File: config.mk
export PLATFORM = sky130hd
export DESIGN_NAME = fmac_core
export DESIGN_NICKNAME = d
export VERILOG_FILES = /design/src/rtl/fmac_pkg.sv /design/src/rtl/fmac_mul.sv /design/src/rtl/fmac_alu.sv /design/src/rtl/fmac_status.sv /design/src/rtl/fmac_core.sv
export SDC_FILE = /design/constraint.sdc
export NUM_CORES = 1
export LEC_CHECK = 0
export CORE_MARGIN = 5
export CORE_UTILIZATION = 30
export DETAILED_ROUTE_END_ITERATION = 8
export SYNTH_ARGS = -nofsm -noshare
export SYNTH_HDL_FRONTEND = slang
export SYNTH_SLANG_ARGS = --single-unit
export TNS_END_PERCENT = 100
File: constraint.sdc
create_clock -name clk -period 11.55 [get_ports clk]
set_clock_uncertainty 0.15 [all_clocks]
set_input_delay 2.8875 -clock clk [delete_from_list [all_inputs] [get_ports clk]]
set_output_delay 2.8875 -clock clk [all_outputs]
set_load 0.05 [all_outputs]
File: src/rtl/fmac_pkg.sv
package fmac_pkg;
  localparam int unsigned OPW = 3;
  localparam logic [OPW-1:0] OP_NOP   = 3'd0;
  localparam logic [OPW-1:0] OP_MAC   = 3'd1;
  localparam logic [OPW-1:0] OP_CLRLD = 3'd2;
  localparam logic [OPW-1:0] OP_SHL   = 3'd3;
  localparam logic [OPW-1:0] OP_NEG   = 3'd4;
  localparam logic [OPW-1:0] OP_ABS   = 3'd5;
  localparam int unsigned STW   = 16;
  localparam int unsigned ST_N  = 15;
  localparam int unsigned ST_Z  = 13;
  localparam int unsigned TOPW  = 4;
endpackage

File: src/rtl/fmac_mul.sv
module fmac_mul #(
  parameter int unsigned DW = 16,
  localparam int unsigned AW = 2 * DW
) (
  input  logic [DW-1:0] mul_a,
  input  logic [DW-1:0] mul_b,
  output logic [AW-1:0] frac_prod
);
  logic signed [AW-1:0] full;
  always_comb begin
    full      = AW'($signed(mul_a)) * AW'($signed(mul_b));
    frac_prod = full << 1;
  end
endmodule

File: src/rtl/fmac_alu.sv
module fmac_alu #(
  parameter int unsigned AW = 32
) (
  input  logic                      take,
  input  logic [fmac_pkg::OPW-1:0]  op,
  input  logic [AW-1:0]             acc,
  input  logic [AW-1:0]             prod,
  output logic [AW-1:0]             acc_nxt,
  output logic                      flag_upd,
  output logic                      ld_ops,
  output logic                      ld_prod,
  output logic                      clr_top
);
  import fmac_pkg::*;
  logic [AW-1:0] neg_acc;
  assign neg_acc = AW'(0) - acc;

  always_comb begin
    acc_nxt  = acc;
    flag_upd = 1'b0;
    ld_ops   = 1'b0;
    ld_prod  = 1'b0;
    clr_top  = 1'b0;
    if (take) begin
      unique case (op)
        OP_MAC: begin
          acc_nxt  = acc + prod;
          flag_upd = 1'b1;
          ld_ops   = 1'b1;
          ld_prod  = 1'b1;
        end
        OP_CLRLD: begin
          acc_nxt = '0;
          ld_ops  = 1'b1;
          clr_top = 1'b1;
        end
        OP_SHL: begin
          acc_nxt  = {acc[AW-2:0], 1'b0};
          flag_upd = 1'b1;
        end
        OP_NEG: begin
          acc_nxt  = neg_acc;
          flag_upd = 1'b1;
        end
        OP_ABS: begin
          acc_nxt  = acc[AW-1] ? neg_acc : acc;
          flag_upd = 1'b1;
        end
        default: ;
      endcase
    end
  end
endmodule

File: src/rtl/fmac_status.sv
module fmac_status #(
  parameter int unsigned AW = 32
) (
  input  logic [fmac_pkg::STW-1:0] st_cur,
  input  logic                     wr_en,
  input  logic [fmac_pkg::STW-1:0] wr_val,
  input  logic                     clr_top,
  input  logic                     flag_upd,
  input  logic [AW-1:0]            acc_nxt,
  output logic [fmac_pkg::STW-1:0] st_nxt
);
  import fmac_pkg::*;
  always_comb begin
    st_nxt = wr_en ? wr_val : st_cur;
    if (clr_top) st_nxt[STW-1 -: TOPW] = '0;
    if (flag_upd) begin
      st_nxt[ST_Z] = (acc_nxt == '0);
      st_nxt[ST_N] = acc_nxt[AW-1];
    end
  end
endmodule

File: src/rtl/fmac_core.sv
module fmac_core #(
  parameter int unsigned DW = 16,
  localparam int unsigned AW = 2 * DW
) (
  input  logic                      clk,
  input  logic                      rst_n,
  input  logic                      cmd_valid,
  output logic                      cmd_ready,
  input  logic [fmac_pkg::OPW-1:0]  cmd_op,
  input  logic [DW-1:0]             opnd_x,
  input  logic [DW-1:0]             opnd_y,
  input  logic                      st_we,
  input  logic [fmac_pkg::STW-1:0]  st_wdata,
  output logic [DW-1:0]             x_q,
  output logic [DW-1:0]             y_q,
  output logic [AW-1:0]             p_q,
  output logic [AW-1:0]             a_q,
  output logic [fmac_pkg::STW-1:0]  st_q,
  output logic                      flag_z,
  output logic                      flag_n
);
  import fmac_pkg::*;

  logic          take;
  logic [AW-1:0] prod_new;
  logic [AW-1:0] acc_nxt;
  logic          flag_upd, ld_ops, ld_prod, clr_top;
  logic [STW-1:0] st_nxt;

  assign cmd_ready = 1'b1;
  assign take      = cmd_valid & cmd_ready;

  fmac_mul #(.DW(DW)) u_mul (
    .mul_a(x_q), .mul_b(y_q), .frac_prod(prod_new)
  );

  fmac_alu #(.AW(AW)) u_alu (
    .take(take), .op(cmd_op), .acc(a_q), .prod(prod_new),
    .acc_nxt(acc_nxt), .flag_upd(flag_upd), .ld_ops(ld_ops),
    .ld_prod(ld_prod), .clr_top(clr_top)
  );

  fmac_status #(.AW(AW)) u_st (
    .st_cur(st_q), .wr_en(st_we), .wr_val(st_wdata), .clr_top(clr_top),
    .flag_upd(flag_upd), .acc_nxt(acc_nxt), .st_nxt(st_nxt)
  );

  always_ff @(posedge clk) begin
    if (!rst_n) begin
      x_q  <= '0;
      y_q  <= '0;
      p_q  <= '0;
      a_q  <= '0;
      st_q <= '0;
    end else begin
      if (ld_ops) begin
        x_q <= opnd_x;
        y_q <= opnd_y;
      end
      if (ld_prod) p_q <= prod_new;
      a_q  <= acc_nxt;
      st_q <= st_nxt;
    end
  end

  assign flag_z = st_q[ST_Z];
  assign flag_n = st_q[ST_N];
endmodule

* After elaboration in Yosys (flattened, before gate mapping) *
Index checks and enable logic that the tools add are counted.

storage, ports and cells
  input port bits = 55
  word-level logic and storage cells = 36
  flip-flop bits (word level) = 111
  output and inout port bits = 115

operators by class
  eq/ne operators = 5
  multiplexer cells = 15
  bitwise operators = 1
  multipliers = 1
  reductions and logical operators = 5
  add/subtract/negate cells = 2

operators by type and width
  operator                 number
  $pmux W32 S5             1
  $mux W32                 2
  $add A32 B32 Y32         1
  $logic_not A32 Y1        1
  $sub A1 B32 Y32 const A  1
  $mul A16 B16 Y31         1
  $mux W16                 1
  $mux W1                  10
  $eq A3 B2 Y1 const B     2
  $eq A3 B3 Y1 const B     2
  $mux W4                  1
  $reduce_or A2 Y1         2
  $reduce_or A4 Y1         1
  $eq A3 B1 Y1 const B     1
  $reduce_bool A3 Y1       1
  $not A1 Y1               1

* Logic depth before layout (Yosys ltp) *
  depth after elaboration = 6
  mapped depth = 37
  gate-level depth less buffers = 35

* By module *
A second synthesis with hierarchy kept.

second synthesis, totals
  cells, all modules = 1957
  area, all modules = 17130.2 um^2

by module, submodules not included
  module       cells an instance  seq. area each (um^2)  area each (um^2)  times used
  fmac_mul     1085               0.0                    9711.8            1
  fmac_core    312                2242.2                 3811.2            1
  fmac_alu     525                0.0                    3295.7            1
  fmac_status  35                 0.0                    311.5             1

* Worst setup path before layout *
OpenSTA, ideal clock, no wires.

  path type = register to register
  start point = reg y_q[1]
  end point = reg st_q[15] (netlist name)
  arrival time = 8268 ps
  data required time = 11340 ps
  path buffers = 1
  stages on the path, launching flop included = 33
  slack = 3072 ps
  setup time = 60 ps
  clock period less this slack = 8478 ps
  cell sequence = dfxtp_1 clkbuf_1 nand2_1 fa_1 fa_1 fa_1 fa_1 inv_1 fa_1 inv_1 fa_1 inv_1 ha_1 a21oi_1 nor2_1 a21oi_1 a31oi_1 o41a_1 o211ai_1 nand3b_1 a21oi_1 xnor2_1 ha_1 a21oi_1 nor2b_1 nor4_1 nand3_1 a21oi_1 o21bai_1 a21oi_1 xnor3_1 o31ai_1 o311a_1

between the ends
  word-level cells in the longest chain between the ends = 5

RTL lines
  element                 line               source
  from (decl)             fmac_core.sv:15    output logic [DW-1:0] y_q,
  from (signal assigned)  fmac_core.sv:58    y_q <= opnd_y;
  $mul A16 B16 Y31        fmac_mul.sv:11     full = AW'($signed(mul_a)) * AW'($signed(mul_b));
  named net prod_new[24]  fmac_core.sv:25    logic [AW-1:0] prod_new;
  $add A32 B32 Y32        fmac_alu.sv:27     acc_nxt = acc + prod;
  $pmux W32 S5            fmac_alu.sv:25     unique case (op)
  $mux W32                fmac_alu.sv:24     if (take) begin
  $mux W1                 fmac_status.sv:16  if (flag_upd) begin
  to (signal assigned)    fmac_core.sv:62    st_q <= st_nxt;
  to (decl)               fmac_core.sv:18    output logic [fmac_pkg::STW-1:0] st_q,

The timed path passes the listed nets, and every way through them passes these cells.
A chain may end at the register's enable or synchronous reset.

* Final worst setup path *
  start point = reg x_q[10]
  end point = reg st_q[15] (netlist name)

between the ends
  word-level cells in the longest chain between the ends = 5

RTL lines
  element                 line               source
  from (decl)             fmac_core.sv:14    output logic [DW-1:0] x_q,
  from (signal assigned)  fmac_core.sv:57    x_q <= opnd_x;
  $mul A16 B16 Y31        fmac_mul.sv:11
  named net prod_new[24]  fmac_core.sv:25
  $add A32 B32 Y32        fmac_alu.sv:27
  $pmux W32 S5            fmac_alu.sv:25
  $mux W32                fmac_alu.sv:24
  $mux W1                 fmac_status.sv:16

The timed path passes the listed nets, and every way through them passes these cells.

==> reports/results.ini <==
[drt]
via_per_inst = 4.96
totalWireLength_mm = 51.3
drc = 0
drt_first_iter_violations = 880
drtPass1Iterations = 5
ant_nets = 0
wl_per_cell_um = 17.7
vias = 14419

[setup_path]
worstPathArrival_ns = 9.39
slowest_delay_ns = 0.78
worstSetupEndpointType = flop
worstSetupPathType = flop to flop
slowest_stage = dfxtp_1
worstPathRequired_ns = 11.75
path_max_fanout = 18
start_kind = flop

[synthesis]
synth.most_common_cell = inv_1
synth_ff_type = dfxtp_1
netlist_instances = 2058
synth_top_area_cell = fa_1
synth_area_leaders = fa_1 30%, dfxtp_1 13%, ha_1 8.4%, inv_1 7.4%, nand2_1 7.1%
avgSynthCellArea_um2 = 8.27
syn_area_um2 = 17000
synth_top_area_share_pct = 30.2
ys_warn_count = 0
synth_nets = 2484
synthTopCellsByCount = 335 x inv_1, 324 x nand2_1, 257 x fa_1
yosysSeqAreaShare_pct = 13.1
synth_seq_cells = 111
synth_edf_count = 0
synth_cell_types = 76
synth-async-reset-ratio_pct = 0

[clock_tree]
cts_num_sinks = 111
cts_root_buf = clkbuf_16
numCtsBuffers = 9
cts_tree = built
ctsHoldBuffers = 0
htreeDepth = 3
clock_path_buffers = 2
postCtsSetupRepairBufs = 0
clk_pin_slew_ns = 0.10
clock_latency_ns = 0.39
ctsResizeCount = 0

[floorplanning]
die_w_um = 248
die_y_um = 248
initial_core_util_pct = 30.2
core_area_um2 = 56300
io_pins = 170
rows = 87
dieArea_um2 = 61600

[sta]
holdWs_ns = 0.320
maxSlewViolCount = 0
max_slew_margin_pct = 11.2
fmax_mhz = 109
fin_crit_ns = 9.20
period_share_pct = 79.6
rsz0062_at_grt = no
finalSetupTns_ns = 0
hold_viol_final = 0
worstMarginPinSlew_ns = 1.32
setup_viol = 0

[run_status]
outcome = complete, no violations

[final_layout]
drive_gt1_share_pct = 2.56
nNetsFinal = 2572
area_delta_synth_final_pct = 15.5
fill_cells = 5854
diodes = 0

[global_routing]
grt_max_degree = 64
gr-total-overflow = 0
antenna_found_initial = 0
grt_usage_pct = 16.9
grt_pass1_vias = 14934
grt_pass1_wl_mm = 83.5

[power_and_ir_drop]
p_leak_nw = 8.54
peakVddDrop_uv = 73.5
power.density_nw_per_um2 = 54.4

[placement]
hpwl_mm = 41.1
gp_congestion = 0.883
io_buffer_count = 167

[flow_run]
max-cap-violations = 0

[hold_path]
hold_class = flop to flop

registers in the layout, indices dropped and copies added, names as in the netlist:
signal / cells
a_q: 32
x_q: 16
st_q: 16
p_q: 31
y_q: 16
cells by family after synthesis:
| kind of cell | after synthesis | share of synthesized area (%) |
|---|---|---|
| simple gates | 716 | 20.5 |
| buf+inv | 437 | 9.74 |
| flops | 111 | 13.1 |
| compound gates | 344 | 13.8 |
| mux | 21 | 1.26 |
| fa+ha+maj | 371 | 38.6 |
| xor+xnor | 56 | 3.01 |
| other cells | 2 | 0.0441 |
critical path: cells and delay by family, from the launching register on:
family                   cells  cell delay [ns]
buffers and inverters        3             0.16
flip-flops                   1             0.78
AND/OR/NAND/NOR              6             0.84
adder cells (fa/ha/maj)      8             3.78
AO/OA/AOI/OAI               12             2.90
XOR/XNOR                     2             0.53
power breakdown:
group          internal [mW]  leakage [nW]  switching [mW]
Sequential             0.393         0.901          0.0338
Combinational          0.111          7.48           0.175
Clock                  0.161         0.157           0.196
Total                  0.666          8.54           0.405
path summary, 6_finish.rpt:
| path | slack (ns) | endpoint | startpoint | cells past startpoint |
|---|---|---|---|---|
| setup / recovery | 2.35 | st_q[15]$_SDFFE_PN0P_ | x_q[10]$_SDFFE_PN0P_ | 31 |
| hold / removal | 0.32 | p_q[17]$_SDFFE_PN0P_ | p_q[17]$_SDFFE_PN0P_ | 2 |
| setup reg to reg | 2.35 | st_q[15]$_SDFFE_PN0P_ | x_q[10]$_SDFFE_PN0P_ | 31 |
| hold reg to reg | 0.32 | p_q[17]$_SDFFE_PN0P_ | p_q[17]$_SDFFE_PN0P_ | 2 |
metrics by stage:
| step | cell area [µm²] | std cells | util (%) | setup slack (ns) | power [mW] |
|---|---|---|---|---|---|
| floorplan | 17000 | 2058 | - | 3.07 | 0.614 |
| global placement | 19300 | 2891 | 34.4 | 2.69 | 0.716 |
| detailed placement | 19300 | 2891 | 34.4 | 2.40 | 0.718 |
| CTS | 19700 | 2907 | 34.9 | 2.37 | 1.08 |
| global route | 19700 | 2907 | 34.9 | 1.73 | 1.13 |
| finish | 19700 | 2907 | 34.9 | 2.35 | 1.07 |
cell usage in the layout, fill, tap and decap left out, drive strengths merged, types with 7 or more instances in the layout:
cell	instances
o21ai	61
clkbuf	9
dfxtp	111
nor4	11
nand4	9
or4	7
nand3	36
a21o	13
clkdlybuf4s50	166
or2	8
o311ai	9
a31oi	9
nor2b	43
nand2	325
mux2i	18
fa	257
a21oi	73
xor2	11
o211ai	12
xnor2	44
a21boi	65
buf	12
a211oi	18
nor3	25
o21a	16
inv	340
nor2	73
o31ai	11
ha	114
nand2b	22
and2	123
per-layer routing:
metal / wire [µm] / GRT usage, % / part of all wire (%) / vias up
met1: 23100 / 23.4 / 45 / 7084
met3: 4170 / 4.26 / 8.1 / 72
li1: - / - / - / 6753
met5: 0 / 0 / 0 / -
met4: 1150 / 4.32 / 2.2 / 0
met2: 22900 / 26.7 / 45 / 510
layout make-up:
cell class                 instances  area, µm²  share of cell area, %
clock buffer                       9        225                   1.15
sequential                       111       2220                   11.3
timing repair buffer             178       1750                   8.89
inverter                         336       1260                   6.41
tap                              756        946                   4.81
clock inverter                     7       98.8                  0.503
multi-input combinational       1510      13200                   66.9
Power figures use the tool's default switching activity.
